## src/rtl/dma_arb_pkg.sv

```systemverilog
package dma_arb_pkg;
  typedef enum logic [1:0] {
    ARB_IDLE  = 2'd0,
    ARB_PEND  = 2'd1,
    ARB_GRANT = 2'd2
  } arb_state_e;
endpackage

```

## src/rtl/dma_sync_edge.sv

```systemverilog
module dma_sync_edge (
  input  logic clk,
  input  logic rst_n,
  input  logic sync_n,
  output logic sync_fall
);
  logic sync_q;

  always_ff @(posedge clk) begin
    if (!rst_n) sync_q <= 1'b1;
    else        sync_q <= sync_n;
  end

  assign sync_fall = sync_q & ~sync_n;

  AST_FALL_ONCE: assert property (@(posedge clk) disable iff (!rst_n)
    sync_fall |=> !sync_fall);
endmodule

```

## src/rtl/dma_en_reg.sv

```systemverilog
module dma_en_reg (
  input  logic clk,
  input  logic rst_n,
  input  logic io_wr,
  input  logic io_wr_val,
  output logic en_q
);
  always_ff @(posedge clk) begin
    if (!rst_n)     en_q <= 1'b0;
    else if (io_wr) en_q <= io_wr_val;
  end

  AST_EN_LOAD: assert property (@(posedge clk) disable iff (!rst_n)
    io_wr |=> (en_q == $past(io_wr_val)));
  AST_EN_HOLD: assert property (@(posedge clk) disable iff (!rst_n)
    !io_wr |=> $stable(en_q));
endmodule

```

## src/rtl/dma_grant_fsm.sv

```systemverilog
module dma_grant_fsm
  import dma_arb_pkg::*;
(
  input  logic clk,
  input  logic rst_n,
  input  logic en_q,
  input  logic sync_fall,
  input  logic req_n,
  output logic gnt_nxt,
  output logic gnt_q
);
  arb_state_e st_q, st_d;
  logic       new_req;

  assign new_req = ~req_n & en_q;

  always_comb begin
    st_d = st_q;
    unique case (st_q)
      ARB_IDLE: begin
        if (new_req) st_d = sync_fall ? ARB_GRANT : ARB_PEND;
      end
      ARB_PEND: begin
        if (req_n)          st_d = ARB_IDLE;
        else if (sync_fall) st_d = ARB_GRANT;
      end
      ARB_GRANT: begin
        if (sync_fall && req_n) st_d = ARB_IDLE;
      end
      default: st_d = ARB_IDLE;
    endcase
  end

  always_ff @(posedge clk) begin
    if (!rst_n) st_q <= ARB_IDLE;
    else        st_q <= st_d;
  end

  assign gnt_nxt = (st_d == ARB_GRANT);
  assign gnt_q   = (st_q == ARB_GRANT);

  AST_GRANT_ON_EDGE: assert property (@(posedge clk) disable iff (!rst_n)
    $rose(gnt_q) |-> $past(sync_fall));
  AST_GRANT_QUAL: assert property (@(posedge clk) disable iff (!rst_n)
    $rose(gnt_q) |-> ($past(!req_n) && ($past(en_q) || $past(st_q == ARB_PEND))));
  AST_RELEASE_ON_EDGE: assert property (@(posedge clk) disable iff (!rst_n)
    $fell(gnt_q) |-> ($past(sync_fall) && $past(req_n)));
  AST_GRANT_KEEP: assert property (@(posedge clk) disable iff (!rst_n)
    (gnt_q && !req_n) |=> gnt_q);
endmodule

```

## src/rtl/dma_drv_ctrl.sv

```systemverilog
module dma_drv_ctrl #(
  parameter int BUS_W  = 16,
  parameter int CTRL_W = 5
) (
  input  logic              clk,
  input  logic              rst_n,
  input  logic              gnt_nxt,
  input  logic              ack_n,
  output logic [BUS_W-1:0]  bus_oe,
  output logic [CTRL_W-1:0] ctrl_oe,
  output logic              xcvr_dir_n,
  output logic              ctrl_dis_n,
  output logic              core_stall
);
  for (genvar i = 0; i < BUS_W; i++) begin : g_bus
    always_ff @(posedge clk) begin
      if (!rst_n) bus_oe[i] <= 1'b1;
      else        bus_oe[i] <= ~gnt_nxt;
    end
  end

  for (genvar j = 0; j < CTRL_W; j++) begin : g_ctl
    always_ff @(posedge clk) begin
      if (!rst_n) ctrl_oe[j] <= 1'b1;
      else        ctrl_oe[j] <= ~gnt_nxt;
    end
  end

  always_ff @(posedge clk) begin
    if (!rst_n) begin
      xcvr_dir_n <= 1'b1;
      ctrl_dis_n <= 1'b1;
      core_stall <= 1'b0;
    end else begin
      xcvr_dir_n <= ~gnt_nxt;
      ctrl_dis_n <= ~gnt_nxt;
      core_stall <= gnt_nxt;
    end
  end

  AST_BUS_HIZ: assert property (@(posedge clk) disable iff (!rst_n)
    (bus_oe == '0) == !ack_n);
  AST_BUS_ALL: assert property (@(posedge clk) disable iff (!rst_n)
    ack_n |-> (bus_oe == '1 && ctrl_oe == '1));
  AST_XCVR: assert property (@(posedge clk) disable iff (!rst_n)
    (xcvr_dir_n == ack_n) && (ctrl_dis_n == ack_n));
  AST_STALL: assert property (@(posedge clk) disable iff (!rst_n)
    core_stall == !ack_n);
endmodule

```

## src/rtl/dma_bus_arbiter.sv

```systemverilog
module dma_bus_arbiter #(
  parameter int BUS_W  = 16,
  parameter int CTRL_W = 5
) (
  input  logic              clk,
  input  logic              rst_n,
  input  logic              io_wr,
  input  logic              io_wr_val,
  input  logic              sync_n,
  input  logic              dma_req_n,
  output logic              dma_en,
  output logic              dma_ack_n,
  output logic [BUS_W-1:0]  bus_oe,
  output logic [CTRL_W-1:0] ctrl_oe,
  output logic              xcvr_dir_n,
  output logic              ctrl_dis_n,
  output logic              core_stall
);
  logic sync_fall;
  logic gnt_nxt;
  logic gnt_q;

  dma_sync_edge u_edge (
    .clk       (clk),
    .rst_n     (rst_n),
    .sync_n    (sync_n),
    .sync_fall (sync_fall)
  );

  dma_en_reg u_en (
    .clk       (clk),
    .rst_n     (rst_n),
    .io_wr     (io_wr),
    .io_wr_val (io_wr_val),
    .en_q      (dma_en)
  );

  dma_grant_fsm u_fsm (
    .clk       (clk),
    .rst_n     (rst_n),
    .en_q      (dma_en),
    .sync_fall (sync_fall),
    .req_n     (dma_req_n),
    .gnt_nxt   (gnt_nxt),
    .gnt_q     (gnt_q)
  );

  assign dma_ack_n = ~gnt_q;

  dma_drv_ctrl #(
    .BUS_W  (BUS_W),
    .CTRL_W (CTRL_W)
  ) u_drv (
    .clk        (clk),
    .rst_n      (rst_n),
    .gnt_nxt    (gnt_nxt),
    .ack_n      (dma_ack_n),
    .bus_oe     (bus_oe),
    .ctrl_oe    (ctrl_oe),
    .xcvr_dir_n (xcvr_dir_n),
    .ctrl_dis_n (ctrl_dis_n),
    .core_stall (core_stall)
  );

  AST_ACK_ONLY_SYNC: assert property (@(posedge clk) disable iff (!rst_n)
    !$stable(dma_ack_n) |-> $past(sync_fall));
endmodule

```

## config.mk

```make
export PLATFORM = sky130hd
export DESIGN_NAME = dma_bus_arbiter
export DESIGN_NICKNAME = d
export VERILOG_FILES = /design/src/rtl/dma_arb_pkg.sv /design/src/rtl/dma_sync_edge.sv /design/src/rtl/dma_en_reg.sv /design/src/rtl/dma_grant_fsm.sv /design/src/rtl/dma_drv_ctrl.sv /design/src/rtl/dma_bus_arbiter.sv
export SDC_FILE = /design/constraint.sdc
export NUM_CORES = 1
export LEC_CHECK = 0
export CAP_MARGIN = 20
export CORE_AREA = 2 2 39 41
export CTS_CLUSTER_DIAMETER = 50
export DETAILED_ROUTE_END_ITERATION = 6
export DIE_AREA = 0 0 41 43
export DONT_BUFFER_PORTS = 1
export GPL_TIMING_DRIVEN = 0
export PLACE_DENSITY = 0.41
export SETUP_SLACK_MARGIN = 0.1
export SYNTH_ARGS = -nofsm -noshare
export SYNTH_HDL_FRONTEND = slang
export SYNTH_HIERARCHICAL = 1
export SYNTH_SLANG_ARGS = --single-unit
```

## constraint.sdc

```tcl
create_clock -name clk -period 1.5 [get_ports clk]
set_clock_uncertainty 0.15 [all_clocks]
set_input_delay 0.15 -clock clk [delete_from_list [all_inputs] [get_ports clk]]
set_output_delay 0.15 -clock clk [all_outputs]
set_load 0.005 [all_outputs]
```

Word level (Yosys, flattened, before mapping)
Cells that the tools add are included.

word-level totals
  memory bits (writable) = 0
  logic and storage cells = 22
  memories kept = 0
  memory bits (read-only) = 0
  register bits after elaboration = 6
  bits in latches = 0

cells by class
  multiply operators = 0
  equality and inequality tests = 3
  reductions and logical operators = 2
  add/subtract/negate cells = 0
  shift operators = 0
  bitwise gates (word level) = 6
  $lt $le $gt $ge = 0
  mux-type cells = 6
  divide/modulo/power cells = 0

operators by type and width
  cell                                                             number
  2-bit 2-to-1 mux                                                 5
  2-bit one-hot mux with 3 select lines                            1
  2-bit == test, second input constant                             2
  1-bit inverter                                                   4
  1-bit bitwise AND                                                2
  2-bit by 1-bit == test with 1-bit output, second input constant  1
  2-bit zero test                                                  1
  1-bit logical AND                                                1

Longest topological paths before layout
Gate-level depths: netlist (run 1).

  word-level depth = 7
  mapped depth = 4
  gate-level depth less buffers = 4

By module
Netlist (run 1), hierarchy kept.

by module, submodules not included
  module           cells an instance  instances  sequential area each (um2)  area each (um2)
  dma_drv_ctrl     26                 1          40.0                        215.2
  dma_grant_fsm    12                 1          40.0                        98.8
  dma_en_reg       3                  1          20.0                        36.3
  dma_sync_edge    3                  1          20.0                        32.5
  dma_bus_arbiter  1                  1          0.0                         3.8

Worst setup path after synthesis (run 1)
Ideal clock, no wire load.

  path type = register to output
  from = register, netlist name u_drv/bus_oe[8]
  to = output port bus_oe[0]
  path slack = 0.337 ns
  arrival = 0.863 ns
  data required time = 1.200 ns
  stages on the path, launching flop included = 2
  path through = dfxtp_1 > buf_4

RTL lines
  what              line                   RTL
  end: declaration  dma_bus_arbiter.sv:13  output logic [BUS_W-1:0] bus_oe,

==> reports/results.tsv, run 1 <==
metric	value	unit
clockBufferDepth	2	
synth-seq-cells	6	
synth_area_leaders	buf_4 (43%), dfxtp_1 (31%), a211oi_2 (3.2%), nor2b_1 (3.2%), inv_1 (2.9%)	
async_reset_ff_share	0	%
power_density	805	mW/mm^2
dpl.hpwl	523	um
status	completed	
synth_common_cells	buf_4 (22), dfxtp_1 (6), inv_1 (3), nor2_1 (3), nor2b_1 (2)	
clk_pin_slew	0.05	ns
drt-wirelength-per-cell	10.4	um
power.leakage	0.213	nW
criticalPathCategory	register to primary output	
drt_iter0_drc	1	
yosysMostFrequentCell	buf_4	
finalCritPeriodShare	84.5	%
htreeDepth	1	
hold_class	input port to register	
first_global_vias	269	
synth_top_area_cell	buf_4	
drt_pass1_iterations	2	
synth_top_area_share	42.7	%
rows	14	
core	0.00138	mm^2
setup_ws	0.233	ns
antenna_found_initial	0	
dieArea	0.00176	mm^2
dieHeight	43	um
cts_buffers	3	
place_congestion	0.529	
finalPower	0.387	mW
vias_per_cell	3.87	
synth_cell_types	14	
grt_pass1_wl	1090	um
crit_chain	buf_4	
synth_area_per_cell	8.59	um^2
vias	267	
wl	715	um
drv_cap	0	
maxSlewViolCount	0	
fin_nets	61	
peakVddDrop	0.590	mV
worstSkewPairLatency	0.24	ns
grt_max_degree	24	
critPathArrivalTime	0.97	ns
path_buf_inv	1	
synth_ff_type	dfxtp_1	
cts_root_buf	clkbuf_4	
synthesis.nets	51	
ioPinCount	32	
finalSetupViolations	0	
ant_nets	0	
finalSetupTns	0	ns
drcViolationCount	0	
portBuffers	0	
grt_setup_unrepaired	false	
diodes	0	
fill_cells	155	
start_util	27.9	%
cts_tree	built	
utilization	34.7	%
drive_gt1_share	50.9	%
cp_slowest_cell	dfxtp_2	
cp_max_fo	23	
synth_edf_count	0	
hold_viol	0	
ys_warn_count	6	
slew_headroom	75.6	%
crit_required	1.20	ns
critPathCaptureType	primary output	
tightest_slew	0.366	ns
period_needed	1.27	ns
dpl_worst_slack	0.210	ns
critical_path.max_stage_delay	0.55	ns
synth_cells	45	
areaGrowthSynthToFinish	24.3	%
grt_overflow	0	
fmax	789	MHz
cts.sinks	6	
syn_area	387	um^2
startpoint_type	register	
synth-seq-area-share	31.1	%
crit_family	flip-flops	
grt_use_total	9.48	%
die_x	41	um
==> worst min-delay path, stage by stage <==
cell and delay, ns:
nor2b_1 0.04, o21ai_1 0.13, a211oi_2 0.08
==> sequential cells by signal, indices dropped and copies added (netlist names) <==
signal and flops:
u_en/en_q 1, u_fsm/st_q 2, u_drv/core_stall 1, u_drv/bus_oe 1, u_edge/sync_q 1
==> per-stage QoR <==
stage / hold WS, ns / std cells / cell area, um^2
finish: 0.0601 / 69 / 480
detailed placement: 0.0770 / 61 / 407
floorplan: 0.0689 / 45 / 387
CTS: 0.0577 / 69 / 480
global route: 0.0991 / 69 / 480
global placement: 0.0761 / 61 / 407
==> logic make-up (layout without fill, tap and decap cells) <==
logic type      count (synthesis)  count (layout)  share of synthesized area (%)
flops                           6               6                           31.1
simple gates                    9               9                           12.6
buf+inv                        25              33                           45.6
compound gates                  4               4                           8.09
mux                             1               1                           2.59
==> per-layer routing <==
metal | vias to the layer above | wire length (um) | global-route usage [%] | part of all wire, %
met5 | - | 0 | 0 | 0
met4 | 0 | 0 | 4.00 | 0
met3 | 0 | 46 | 6.28 | 6.4
met2 | 13 | 368 | 13.8 | 51
met1 | 119 | 299 | 10.4 | 42
li1 | 135 | - | - | -
==> layout make-up <==
| cell class | count | area [um^2] | area share [%] |
|---|---|---|---|
| Clock buffer | 3 | 22.5 | 4.69 |
| Buffer | 22 | 165 | 34.4 |
| Tap cell | 16 | 20.0 | 4.17 |
| Inverter | 3 | 11.3 | 2.34 |
| Timing Repair Buffer | 5 | 50.0 | 10.4 |
| Sequential cell | 6 | 121 | 25.3 |
| Multi-Input combinational cell | 14 | 90.1 | 18.7 |
==> where the power goes <==
part	internal [mW]	switching, mW	total (mW)
clock network	0.0902	0.0535	0.144
logic	0.0429	0.0234	0.0663
registers	0.167	0.00986	0.177
total	0.300	0.0868	0.387
==> path summary, 6_finish.rpt <==
check | from | to | slack (ns) | cells past startpoint
min reg2reg | u_fsm/st_q[1]$_SDFF_PN0_ | u_fsm/st_q[1]$_SDFF_PN0_ | 0.39 | 2
max | u_drv/bus_oe[8]$_SDFF_PN1_ | bus_oe[3] | 0.23 | 1
min | sync_n | u_fsm/st_q[1]$_SDFF_PN0_ | 0.06 | 3
max reg2reg | u_edge/sync_q$_SDFF_PN1_ | u_drv/core_stall$_SDFF_PN0_ | 0.32 | 4
==> repair_timing <==
item                       CTS  global route
gates resized for setup      1             0
buffers inserted             0             0
hold endpoints to repair     6             0
hold buffers                 5             0
setup endpoints to repair   22             0
==> layout by cell type (no fill, tap or decap), drive strengths merged <==
cell type     n
o21ai         1
buf          22
mux2i         1
a21oi         1
dfxtp         6
dlygate4sd3   5
nand2b        1
nor2b         2
nand2         1
nor4b         1
inv           3
clkbuf        3
and2          1
a22o          1
nor2          3
a211oi        1
Note: power is estimated with default switching activity, not from simulation.
==> run 2, diff against run 1 <==
==> constraint.sdc (replaced) <==
create_clock -name clk -period 1.2 [get_ports clk]
set_clock_uncertainty 0.15 [all_clocks]
set_input_delay 0.12 -clock clk [delete_from_list [all_inputs] [get_ports clk]]
set_output_delay 0.12 -clock clk [all_outputs]
set_load 0.005 [all_outputs]
==> reports/results.tsv, run 2 (synthesis gave the netlist of run 1 again) <==
metric	value	unit
grt_overflow	0	
p_switching	0.118	mW
areaGrowthSynthToFinish	46.3	%
violations	hold timing	
dieArea	0.00176	mm^2
clkPwrFrac	36.2	%
power_density	900	mW/mm^2
core	0.00138	mm^2
drive_gt1_share	64.3	%
wl	817	um
drt_iter0_drc	1	
crit_required	0.93	ns
clk_pin_slew	0.05	ns
dieHeight	43	um
worstSkewPairLatency	0.24	ns
htreeDepth	1	
die_x	41	um
dpl.hpwl	505	um
finalSetupViolations	0	
place_congestion	0.529	
cts_tree	built	
grt_use_total	8.85	%
hold_viol	2	
cts_root_buf	clkbuf_4	
postCtsHoldBufs	4	
tightest_slew	0.240	ns
p_int	0.391	mW
vias	287	
antenna_found_initial	0	
portBuffers	0	
startpoint_type	register	
final_common_cell	buf_4	
first_global_vias	238	
finalSetupTns	0	ns
status	finished, violations left	
hold_class	input port to register	
utilization	40.9	%
cts_buffers	3	
fmax	866	MHz
finalCritPeriodShare	96.2	%
cp_max_fo	8	
grt_pass1_wl	1010	um
grt_setup_unrepaired	true	
diodes	0	
drv_cap	0	
reg2reg_setup_slack	0.09	ns
rows	14	
critPathCaptureType	primary output	
maxSlewViolCount	0	
clockBufferDepth	2	
vias_per_cell	3.99	
seq_power_share	42.6	%
most-common-layout-cells	buf_4 (14), buf_6 (12), dfxtp_1 (4)	
drcViolationCount	0	
start_util	27.9	%
ioPinCount	32	
comb_power_share	21.1	%
grt_max_degree	24	
slew_headroom	83.8	%
fin_nets	64	
power.leakage	0.265	nW
ant_nets	0	
period_needed	1.15	ns
top_register	u_fsm/st_q	
cts.sinks	6	
holdWs	-0.194	ns
power_switching_share	23.2	%
criticalPathCategory	register to primary output	
postLayoutCellArea	566	um^2
critPathArrivalTime	0.88	ns
drt-wirelength-per-cell	11.3	um
peakVddDrop	0.757	mV
largest_reg_flops	2	
post_dp_cell_area	408	um^2
drt_pass1_iterations	2	
run 2: worst paths after layout:
| kind | depth (start not counted) | endpoint | startpoint |
|---|---|---|---|
| worst max-delay path | 2 | bus_oe[15] | u_drv/bus_oe[8]$_SDFF_PN1_ |
| worst min-delay path | 1 | u_fsm/st_q[0]$_SDFF_PN0_ | dma_req_n |
| worst max register to register | 4 | u_drv/core_stall$_SDFF_PN0_ | u_edge/sync_q$_SDFF_PN1_ |
| worst min register to register | 2 | u_fsm/st_q[1]$_SDFF_PN0_ | u_fsm/st_q[1]$_SDFF_PN0_ |
run 2: repair_timing:
item                                   in CTS  in global routing
gates cloned                                0                  1
pin swaps                                   3                  2
resized for setup                           5                 21
setup endpoints to repair                  25                 27
endpoints found under the hold margin       6                  2
setup buffers                               0                  3
run 2: layout make-up:
class,instances,area (um^2)
clock buffer,3,22.5
timing repair buffer,8,87.6
tap,16,20.0
fill,152,818
sequential,6,125
multi-input combinational,14,104
inverter,3,11.3
buffer,22,195
run 2: per-stage QoR:
stage | hold WS [ns] | setup slack (ns) | power (mW) | cells
after floorplan | 0.0388 | 0.133 | 0.284 | 45
after global placement | 0.0464 | 0.0396 | 0.291 | 61
after detailed placement | 0.0466 | 0.0173 | 0.293 | 61
after CTS | -0.202 | 0.0608 | 0.493 | 68
after global routing | -0.216 | 0.00179 | 0.545 | 72
final | -0.194 | 0.0453 | 0.509 | 72
run 2: worst max-delay path, stage by stage (launching register included):
cell and delay (ns):
dfxtp_4 0.40, buf_6 0.13, buf_4 0.10
run 2: layer usage:
metal / GRT usage [%] / part of all wire (%)
met1: 9.39 / 39
met2: 12.8 / 54
met3: 6.28 / 7.3
met4: 4.00 / 0
met5: 0 / 0
run 2: power groups by stage:
stage | clock [mW] | sequential (mW) | combinational [mW]
global route | 0.209 | 0.218 | 0.118
global placement | 0 | 0.224 | 0.0677
floorplan | 0 | 0.222 | 0.0619
detailed placement | 0 | 0.225 | 0.0677
finish | 0.184 | 0.217 | 0.108
CTS | 0.189 | 0.220 | 0.0837
==> run 3, diff against run 2 <==
--- a/config.mk
+++ b/config.mk
@@ -13,8 +13,6 @@
 export DONT_BUFFER_PORTS = 1
 export GPL_TIMING_DRIVEN = 0
 export PLACE_DENSITY = 0.41
-export SETUP_SLACK_MARGIN = 0.1
 export SYNTH_ARGS = -nofsm -noshare
 export SYNTH_HDL_FRONTEND = slang
-export SYNTH_HIERARCHICAL = 1
 export SYNTH_SLANG_ARGS = --single-unit
==> reports/results.tsv, run 3 <==
metric	value	unit
reg2reg_setup_slack	0.13	ns
place_congestion	0.750	
grt_overflow	0	
synth_top_area_cell	buf_4	
core	0.00138	mm^2
top_register	u_fsm.st_q	
drcViolationCount	0	
cp_max_fo	23	
grt_use_total	8.64	%
worstSkewPairLatency	0.24	ns
synth_cells	41	
path_buf_inv	1	
htreeDepth	1	
synth_ff_type	dfxtp_1	
synth_edf_count	0	
fmax	882	MHz
synth_area_per_cell	9.58	um^2
synth-seq-area-share	30.6	%
die_x	41	um
final_common_cell	buf_4	
hold_class	register to register	
final_cells	65	
largest_reg_flops	2	
cts_buffers	3	
status	completed	
syn_area	393	um^2
crit_family	flip-flops	
clockBufferDepth	2	
startpoint_type	register	
tightest_slew	0.203	ns
cts_tree	built	
finalCritPeriodShare	94.5	%
fin_nets	57	
dieArea	0.00176	mm^2
synth_common_cells	buf_4 (22), dfxtp_1 (6), nand2_1 (2), nand2b_1 (2), o2111a_1 (2)	
place_inst	57	
ioPinCount	32	
grt_setup_unrepaired	false	
synth_top_area_share	42.0	%
drt_iter0_drc	6	
synthesis.nets	47	
antenna_found_initial	0	
holdWs	0.367	ns
most-common-layout-cells	buf_4 (22), dlygate4sd3_1 (5), dfxtp_1 (5)	
finalSetupViolations	0	
vias	265	
criticalPathCategory	register to primary output	
power_density	991	mW/mm^2
clk_pin_slew	0.05	ns
critPathArrivalTime	0.86	ns
finalSetupTns	0	ns
hold_viol	0	
areaGrowthSynthToFinish	24.5	%
slew_headroom	86.4	%
drt_pass1_iterations	4	
critPathCaptureType	primary output	
diodes	0	
cts_root_buf	clkbuf_4	
drt-wirelength-per-cell	9.94	um
synth-seq-cells	6	
yosysMostFrequentCell	buf_4	
period_needed	1.13	ns
ys_warn_count	0	
grt_pass1_wl	959	um
cts.sinks	6	
portBuffers	0	
vias_per_cell	4.08	
power.leakage	0.212	nW
wl	646	um
synth_area_leaders	buf_4 (42%), dfxtp_1 (31%), o2111a_1 (5.7%), o21a_4 (3.8%), nor2b_4 (3.5%)	
crit_required	0.93	ns
dieHeight	43	um
critical_path.max_stage_delay	0.47	ns
peakVddDrop	0.541	mV
first_global_vias	225	
drv_cap	0	
synth_cell_types	12	
crit_chain	buf_4	
grt_max_degree	24	
drive_gt1_share	57.1	%
maxSlewViolCount	0	
cp_slowest_cell	dfxtp_4	
start_util	28.4	%
ant_nets	0	
async_reset_ff_share	0	%
rows	14	
fill_cells	138	
run 3: cell families (layout without fill, tap and decap cells):
| kind of cell | Yosys count | in the layout | share of synthesized area (%) |
|---|---|---|---|
| AO/OA/AOI/OAI | 5 | 5 | 13.1 |
| buffers and inverters | 22 | 30 | 42.0 |
| flip-flops | 6 | 6 | 30.6 |
| multiplexers | 1 | 1 | 2.55 |
| AND/OR/NAND/NOR | 7 | 7 | 11.8 |
run 3: final timing paths:
kind,startpoint,to,cells after the start
setup reg to reg,u_en.en_q$_SDFFE_PN0P_,u_fsm.st_q[1]$_SDFF_PN0_,2
hold reg to reg,u_fsm.st_q[1]$_SDFF_PN0_,u_fsm.st_q[0]$_SDFF_PN0_,1
hold / removal,u_fsm.st_q[1]$_SDFF_PN0_,u_fsm.st_q[0]$_SDFF_PN0_,1
setup / recovery,u_drv.bus_oe[5]$_SDFF_PN1_,bus_oe[12],1
run 3: final cells by class:
type	count	area (um^2)	share of cell area, %
buffer	22	165	33.8
sequential	6	124	25.3
multi-input combinational	13	108	22.0
timing repair buffer	5	50.0	10.2
clock buffer	3	22.5	4.60
tap	16	20.0	4.09
run 3: power breakdown:
part	internal (mW)	total, mW	switching (mW)
Sequential	0.207	0.220	0.0132
Clock	0.113	0.184	0.0711
Combinational	0.0543	0.0804	0.0261
Total	0.375	0.485	0.110
run 3: per-stage QoR:
stage,power [mW],util (%),setup WS (ns),area [um^2]
global route,0.520,35.4,0.00553,489
detailed placement,0.291,29.8,-0.0581,413
finish,0.485,35.4,0.0664,489
CTS,0.495,35.4,0.0435,489
floorplan,0.283,-,0.0672,393
global placement,0.290,29.8,0.000677,413
run 3: routing by layer:
layer	vias to the layer above	GRT usage [%]	routed length, um	share of wire (%)
met5	-	0	0	0
met4	0	6.00	0	0
met3	0	6.81	64	9.9
met2	18	12.2	324	50
met1	114	8.06	257	40
li1	133	-	-	-
run 3: timing repair:
item                                    in CTS  in global routing
hold buffers                                 5                  0
hold endpoints to repair                     6                  0
endpoints found under the setup margin      23                  0
resized for setup                            2                  0
setup buffers                                0                  0
